==> src/rtl/hs_pkg.sv <==
package hs_pkg;
  // width of a counter holding values 0..n-1, never below one bit
  function automatic int unsigned cnt_width(input int unsigned n);
    return (n > 1) ? $clog2(n) : 1;
  endfunction
endpackage

==> src/rtl/hs_rst_sync.sv <==
module hs_rst_sync (
  input  logic clk,
  input  logic rst_n,
  output logic rst_core_n
);
  logic [1:0] sync_q;
  logic [1:0] sync_d;

  always_comb sync_d = {sync_q[0], 1'b1};

  always_ff @(posedge clk or negedge rst_n) begin
    if (!rst_n) sync_q <= 2'b00;
    else        sync_q <= sync_d;
  end

  assign rst_core_n = sync_q[1];
endmodule

==> src/rtl/hs_prescaler.sv <==
module hs_prescaler #(
  parameter int unsigned PRE_DIV = 4
) (
  input  logic clk,
  input  logic rst_n,
  input  logic clr,
  input  logic en,
  input  logic tick,
  output logic step
);
  localparam int unsigned PW = hs_pkg::cnt_width(PRE_DIV);
  localparam logic [PW-1:0] LAST = PW'(PRE_DIV - 1);

  logic [PW-1:0] pre_q, pre_d;
  logic          wrap;

  always_comb begin
    wrap  = tick && en && !clr && (pre_q == LAST);
    pre_d = pre_q;
    if (clr)              pre_d = '0;
    else if (tick && en)  pre_d = wrap ? '0 : pre_q + 1'b1;
  end

  always_ff @(posedge clk or negedge rst_n) begin
    if (!rst_n) pre_q <= '0;
    else        pre_q <= pre_d;
  end

  assign step = wrap;
endmodule

==> src/rtl/hs_restart_counter.sv <==
module hs_restart_counter #(
  parameter int unsigned TERM_CNT = 256
) (
  input  logic clk,
  input  logic rst_n,
  input  logic clr,
  input  logic step,
  output logic done
);
  localparam int unsigned CW = hs_pkg::cnt_width(TERM_CNT + 1);
  localparam logic [CW-1:0] TERM = CW'(TERM_CNT);

  logic [CW-1:0] cnt_q, cnt_d;
  logic          at_term;

  always_comb begin
    at_term = (cnt_q == TERM);
    cnt_d   = cnt_q;
    if (clr)                  cnt_d = '0;
    else if (step && !at_term) cnt_d = cnt_q + 1'b1;
  end

  always_ff @(posedge clk or negedge rst_n) begin
    if (!rst_n) cnt_q <= '0;
    else        cnt_q <= cnt_d;
  end

  assign done = at_term;
endmodule

==> src/rtl/hs_arm_latches.sv <==
module hs_arm_latches (
  input  logic clk,
  input  logic rst_n,
  input  logic dim_in,
  input  logic fault_now,
  input  logic term_hit,
  output logic por_q,
  output logic flt_q
);
  logic por_d, flt_d;

  always_comb begin
    // power-on latch clears on the first high dimming sample, never re-arms
    por_d = por_q && !dim_in;
    // fault latch: set by a live fault, cleared when the restart completes
    if (fault_now)     flt_d = 1'b1;
    else if (term_hit) flt_d = 1'b0;
    else               flt_d = flt_q;
  end

  always_ff @(posedge clk or negedge rst_n) begin
    if (!rst_n) begin
      por_q <= 1'b1;
      flt_q <= 1'b1;
    end else begin
      por_q <= por_d;
      flt_q <= flt_d;
    end
  end
endmodule

==> src/rtl/hiccup_start_timer.sv <==
module hiccup_start_timer #(
  parameter int unsigned PRE_DIV  = 4,
  parameter int unsigned TERM_CNT = 256
) (
  input  logic clk,
  input  logic rst_n,
  input  logic sw_tick,
  input  logic dim_in,
  input  logic ovp_flag,
  input  logic ocp_flag,
  output logic run_en,
  output logic comp_clamp
);
  logic rst_core_n;
  logic fault_now;
  logic hold;
  logic por_q, flt_q;
  logic step, term_hit;

  hs_rst_sync u_rst (
    .clk        (clk),
    .rst_n      (rst_n),
    .rst_core_n (rst_core_n)
  );

  assign fault_now = ovp_flag | ocp_flag;
  assign hold      = por_q | fault_now;

  hs_arm_latches u_latch (
    .clk       (clk),
    .rst_n     (rst_core_n),
    .dim_in    (dim_in),
    .fault_now (fault_now),
    .term_hit  (term_hit),
    .por_q     (por_q),
    .flt_q     (flt_q)
  );

  hs_prescaler #(.PRE_DIV(PRE_DIV)) u_pre (
    .clk   (clk),
    .rst_n (rst_core_n),
    .clr   (hold),
    .en    (!term_hit),
    .tick  (sw_tick),
    .step  (step)
  );

  hs_restart_counter #(.TERM_CNT(TERM_CNT)) u_cnt (
    .clk   (clk),
    .rst_n (rst_core_n),
    .clr   (hold),
    .step  (step),
    .done  (term_hit)
  );

  assign run_en     = !flt_q && !por_q && term_hit;
  assign comp_clamp = !run_en;
endmodule

==> config.mk <==
export PLATFORM = sky130hd
export DESIGN_NAME = hiccup_start_timer
export DESIGN_NICKNAME = d
export VERILOG_FILES = /design/src/rtl/hs_pkg.sv /design/src/rtl/hs_rst_sync.sv /design/src/rtl/hs_prescaler.sv /design/src/rtl/hs_restart_counter.sv /design/src/rtl/hs_arm_latches.sv /design/src/rtl/hiccup_start_timer.sv
export SDC_FILE = /design/constraint.sdc
export NUM_CORES = 1
export LEC_CHECK = 0
export BUFFER_PORTS_ARGS = -buffer_cell sky130_fd_sc_hd__buf_2
export CAP_MARGIN = 20
export CORE_MARGIN = 2
export CORE_UTILIZATION = 40
export DETAILED_ROUTE_END_ITERATION = 12
export GPL_ROUTABILITY_DRIVEN = 0
export PLACE_DENSITY_LB_ADDON = 0.3
export SLEW_MARGIN = 20
export SYNTH_ARGS = -nofsm -noshare
export SYNTH_HDL_FRONTEND = slang
export SYNTH_SLANG_ARGS = --single-unit
==> constraint.sdc <==
create_clock -name clk -period 2 [get_ports clk]
set_clock_uncertainty 0.05 [all_clocks]
set_input_delay 0.4 -clock clk [delete_from_list [all_inputs] [get_ports clk]]
set_output_delay 0.4 -clock clk [all_outputs]
set_load 0.03 [all_outputs]
==> Yosys cells after proc, flatten, opt, wreduce, memory -nomap -nowiden <==
Index checks and enable logic that the tools add are counted.
{ "totals": {"reg_bits": 15, "wordCells": 34} }
{ "op_classes": {"n_addsub": 2, "eq_ne": 2, "n_mux": 7, "bitwise_logic": 2, "n_reduce_logical": 16} }
{ "op_table": {"columns": ["op", "count"], "rows": [
  ["9-bit two-way mux", 2],
  ["9-bit by 1-bit adder with 9-bit output, second input constant", 1],
  ["9-bit equality test, second input constant", 1],
  ["1-bit logical AND", 7],
  ["1-bit logical NOT", 6],
  ["2-bit two-way mux", 3],
  ["2-bit nonzero test", 3],
  ["2-bit by 1-bit adder with 2-bit output, second input constant", 1],
  ["2-bit equality test, second input constant", 1],
  ["1-bit two-way mux", 2],
  ["1-bit bitwise OR", 2]
]} }

==> Longest topological paths before layout <==
{ "logic_depth": {"depth_word": 8, "mapped_depth": 6, "mapped_depth_nobuf": 6} }

==> By module <==
From an unflattened synthesis, not the netlist that was laid out.
{ "hier_totals": {"cells_unflattened": 75, "area_unflattened_um2": 780.7} }
{ "by_module_without_submodules": {"columns": ["module", "instances", "cells_each", "area_each_um2", "seq_area_each_um2"], "rows": [
  ["hs_restart_counter", 1, 52, 505.5, 225.2],
  ["hs_prescaler", 1, 10, 118.9, 50.0],
  ["hs_arm_latches", 1, 5, 70.1, 52.6],
  ["hs_rst_sync", 1, 3, 53.8, 50.0],
  ["hiccup_start_timer", 1, 5, 32.5, 0.0]
]} }

==> Worst setup path after synthesis <==
Ideal clock, no wire load.
{ "synth_path": {"kind": "flip-flop to output port", "startpoint": "register u_cnt.cnt_q[0]", "endpoint": "output port run_en", "arrival_ns": 1.749, "required_ns": 1.550, "slack_ns": -0.199, "path_stages_with_launch": 7, "path_buffers": 0, "path_cell_list": "dfrtp_1 -> inv_1 -> ha_1 -> nor4b_4 -> nand2_1 -> or3_4 -> inv_1"} }
{ "synth_via": {"elab_chain_cells": 2} }
{ "synth_rtl": {"columns": ["element", "line_no", "rtl"], "rows": [
  ["start, declared", "hs_restart_counter.sv:13", "logic [CW-1:0] cnt_q, cnt_d;"],
  ["start signal, assigned", "hs_restart_counter.sv:25", "else cnt_q <= cnt_d;"],
  ["9-bit equality test", "hs_restart_counter.sv:17", "at_term = (cnt_q == TERM);"],
  ["1-bit logical AND", "hiccup_start_timer.sv:56", "assign run_en = !flt_q && !por_q && term_hit;"],
  ["end, declared", "hiccup_start_timer.sv:11", "output logic run_en,"]
]} }
No other way between the ends.

==> Worst setup path after layout <==
Ends and elaborated chain as after synthesis.

==> results.md <==
* Status: finished with violations
* Failing checks: setup timing
* Via count at between 600 and 700
* Ant. Diodes at 0
* Number of flops mapped to enable cells by yosys at 0
* CP peak stage delay at between 0.3 and 0.4 ns
* Multi-input gate area at between 400 and 500 um2
* Num ports at 8
* Post-Syn Area at 813 um2
* Drt initial violations at 11
* Starting Density at 0.419
* Cells after Synth at 72
* Startpoint types: flop
* Top delay family on crit path: simple AND/OR/NAND/NOR gates
* Drt first pass iters at 4
* Post-route ant nets at 0
* Yosys cell types at 28
* Worst EP arrival at 1.72 ns
* Die W at between 40 and 50 um
* Master of the slowest instance on the critical path: dfrtp_1
* Hpwl dp at about 1200 um
* Leakage at 0.427 nW
* Yosys reg bits at 15
* Initial antenna violation count at 0
* Syn-to-layout area delta at 24.0%
* Critical path capture point type: output pin
* Remaining DRCs at 0
* Ys flop type: dfrtp_1
* Nets@finish at 104
* GRT overflow at 0
* Total power at around 510 uW
* DP Worst Slack at 0.0885 ns
* Fin crit share at 1.09
* Mapped Nets at around 80
* GRT Overall Usage at 0.144
* Die Y at just under 50 um
* Max-Cap Viols at 0
* Post-layout min period at 2.17 ns
* Asr flop ratio synth at 1.00
* WP data required at roughly 1.6 ns
* Worst-path fanout max at 2
* PwrDens at ~500 nW/um2
* Clock buffer depth at 2
* Crit path kind: flop to output pin
* First-pass GRT wire length at between 2000 and 3000 um
* Final hold violation count at 0
* WP buf/inv at 3
* Port Buf Inserts at 7
* YS warnings at 0
* Final setup margin at -0.175 ns
* R2r startpoint: u_cnt.cnt_q[0]$_DFFE_PN0P_
* Average size of a mapped cell at roughly 11 um2
* Sequential area share after synthesis at 0.465
* Fmax at between 0.4 and 0.5 GHz
* Worst R2R End: u_cnt.cnt_q[5]$_DFFE_PN0P_
* CTS Buf Count at 3
* FF+latch area at between 300 and 400 um2
* Via density at roughly 5.0
* Vias in the first global route at between 600 and 700
* Critical Path Source: u_cnt.cnt_q[0]$_DFFE_PN0P_
* Pin count of the biggest net entering global routing at 14
* Skew-Pair Late Insertion Delay at 0.29 ns
* Worst slew pin tran at 0.537 ns
* Routed len/inst at between 10 and 15 um
* Hold WC Path Type: flop to async pin
* Final wirelength at 1560 um
* # setup viols final at 2
* Worst-path clk slew at 0.10 ns
* TritonCTS clock tree: built
* Critical-path cell list: inv_1 > ha_1 > nor4b_4 > nand2_1 > or3_4 > clkinvlp_4 > buf_6
* Root Driver: clkbuf_4
* Die area at between 2000 and 2500 um2
* Share of post-route cells with drive strength above 1 at 0.394
* Number of cells on the worst reg-to-reg path at 7
* Setup TNS at -0.345 ns
* H-tree depth at 1
* Max Slew Vio Count at 0
* Fillcell total at 179
* Slew headroom at 0.642
* CTS Sinks at 15
* R2r setup slk at 0.29 ns
* Core area at around 1900 um2
* RSZ-0062 raised after global routing: yes
* Max VDD drop at 356 uV
* FP Rows at 16
==> final cells by class <==
type	instances	share of cell area
multi-input cells	51	0.409
flip-flops and latches	15	0.375
repair buffers	19	0.133
well taps	27	0.0335
clock buffers	3	0.0223
inverters	5	0.0223
clock inverters	1	0.00496
==> Yosys cell counts, types with 2 or more instances <==
cell / number / area, um2
dfrtp_1: 13 / 325
nor2_1: 7 / 26.3
inv_1: 5 / 18.8
nand2_1: 5 / 18.8
a21oi_1: 4 / 20.0
nand4_1: 4 / 25.0
ha_1: 3 / 37.5
nand3_1: 3 / 15.0
xnor2_1: 3 / 26.3
xor2_1: 3 / 26.3
and3_2: 2 / 15.0
dfstp_2: 2 / 52.6
nor4b_4: 2 / 47.6
or3_4: 2 / 22.5
==> how the worst max path moves through the flow <==
stage / end / cells past startpoint
floorplan: run_en / 6
global placement: run_en / 7
detailed placement: run_en / 7
CTS: run_en / 7
global route: run_en / 7
finish: run_en / 7
==> power by group <==
group | switching [mW] | total [mW] | internal (mW)
registers | 0.00610 | 0.313 | 0.306
clock network | 0.102 | 0.176 | 0.0742
logic | 0.0110 | 0.0216 | 0.0107
total | 0.119 | 0.510 | 0.391
==> cells in the final DEF, fill, tap and decap left out, drive strengths merged, types with 2 or more instances in the layout <==
master	n
ha	3
nand3	3
buf	18
nand4	4
and3	2
a2111oi	2
dfstp	2
inv	4
nor4b	2
xor2	3
or3	3
nand2	5
dfrtp	13
a211o	2
a21oi	4
xnor2	3
clkbuf	3
nor2	7
==> cells by family after synthesis <==
family	Yosys count	share of synthesized area
compound gates	12	0.145
buf+inv	6	0.0277
fa+ha+maj	3	0.0462
mux	1	0.0123
other cells	1	0.00461
flops	15	0.465
simple gates	28	0.235
xor+xnor	6	0.0646
==> registers in the layout (all words and copies together) (netlist names) <==
name	cells
u_cnt.cnt_q	9
u_rst.sync_q	2
u_latch.por_q	1
u_latch.flt_q	1
u_pre.pre_q	2
==> routing by layer <==
metal / track usage / up-vias / share of wire
met5: 0 / - / 0
met4: 0.0714 / 0 / 0.0090
met3: 0.0184 / 2 / 0.023
met2: 0.252 / 11 / 0.51
met1: 0.172 / 294 / 0.46
li1: - / 299 / -
==> through the flow <==
stage | instances | instance area, um2 | utilization | hold slack [ns]
global route | 121 | 1010 | 0.519 | 0.152
floorplan | 72 | 817 | - | 0.0544
global placement | 115 | 957 | 0.493 | 0.135
finish | 121 | 1010 | 0.519 | 0.165
detailed placement | 115 | 957 | 0.493 | 0.138
CTS | 121 | 1010 | 0.519 | 0.167
==> repair_timing <==
item                                    in CTS  in global routing
endpoints found under the setup margin       2                  2
gates resized for setup                      2                  0
setup buffers                                1                  0
endpoints found under the hold margin        2                  0
gates cloned                                 0                  0
hold buffers                                 1                  0
Power figures use the tool's default switching activity.
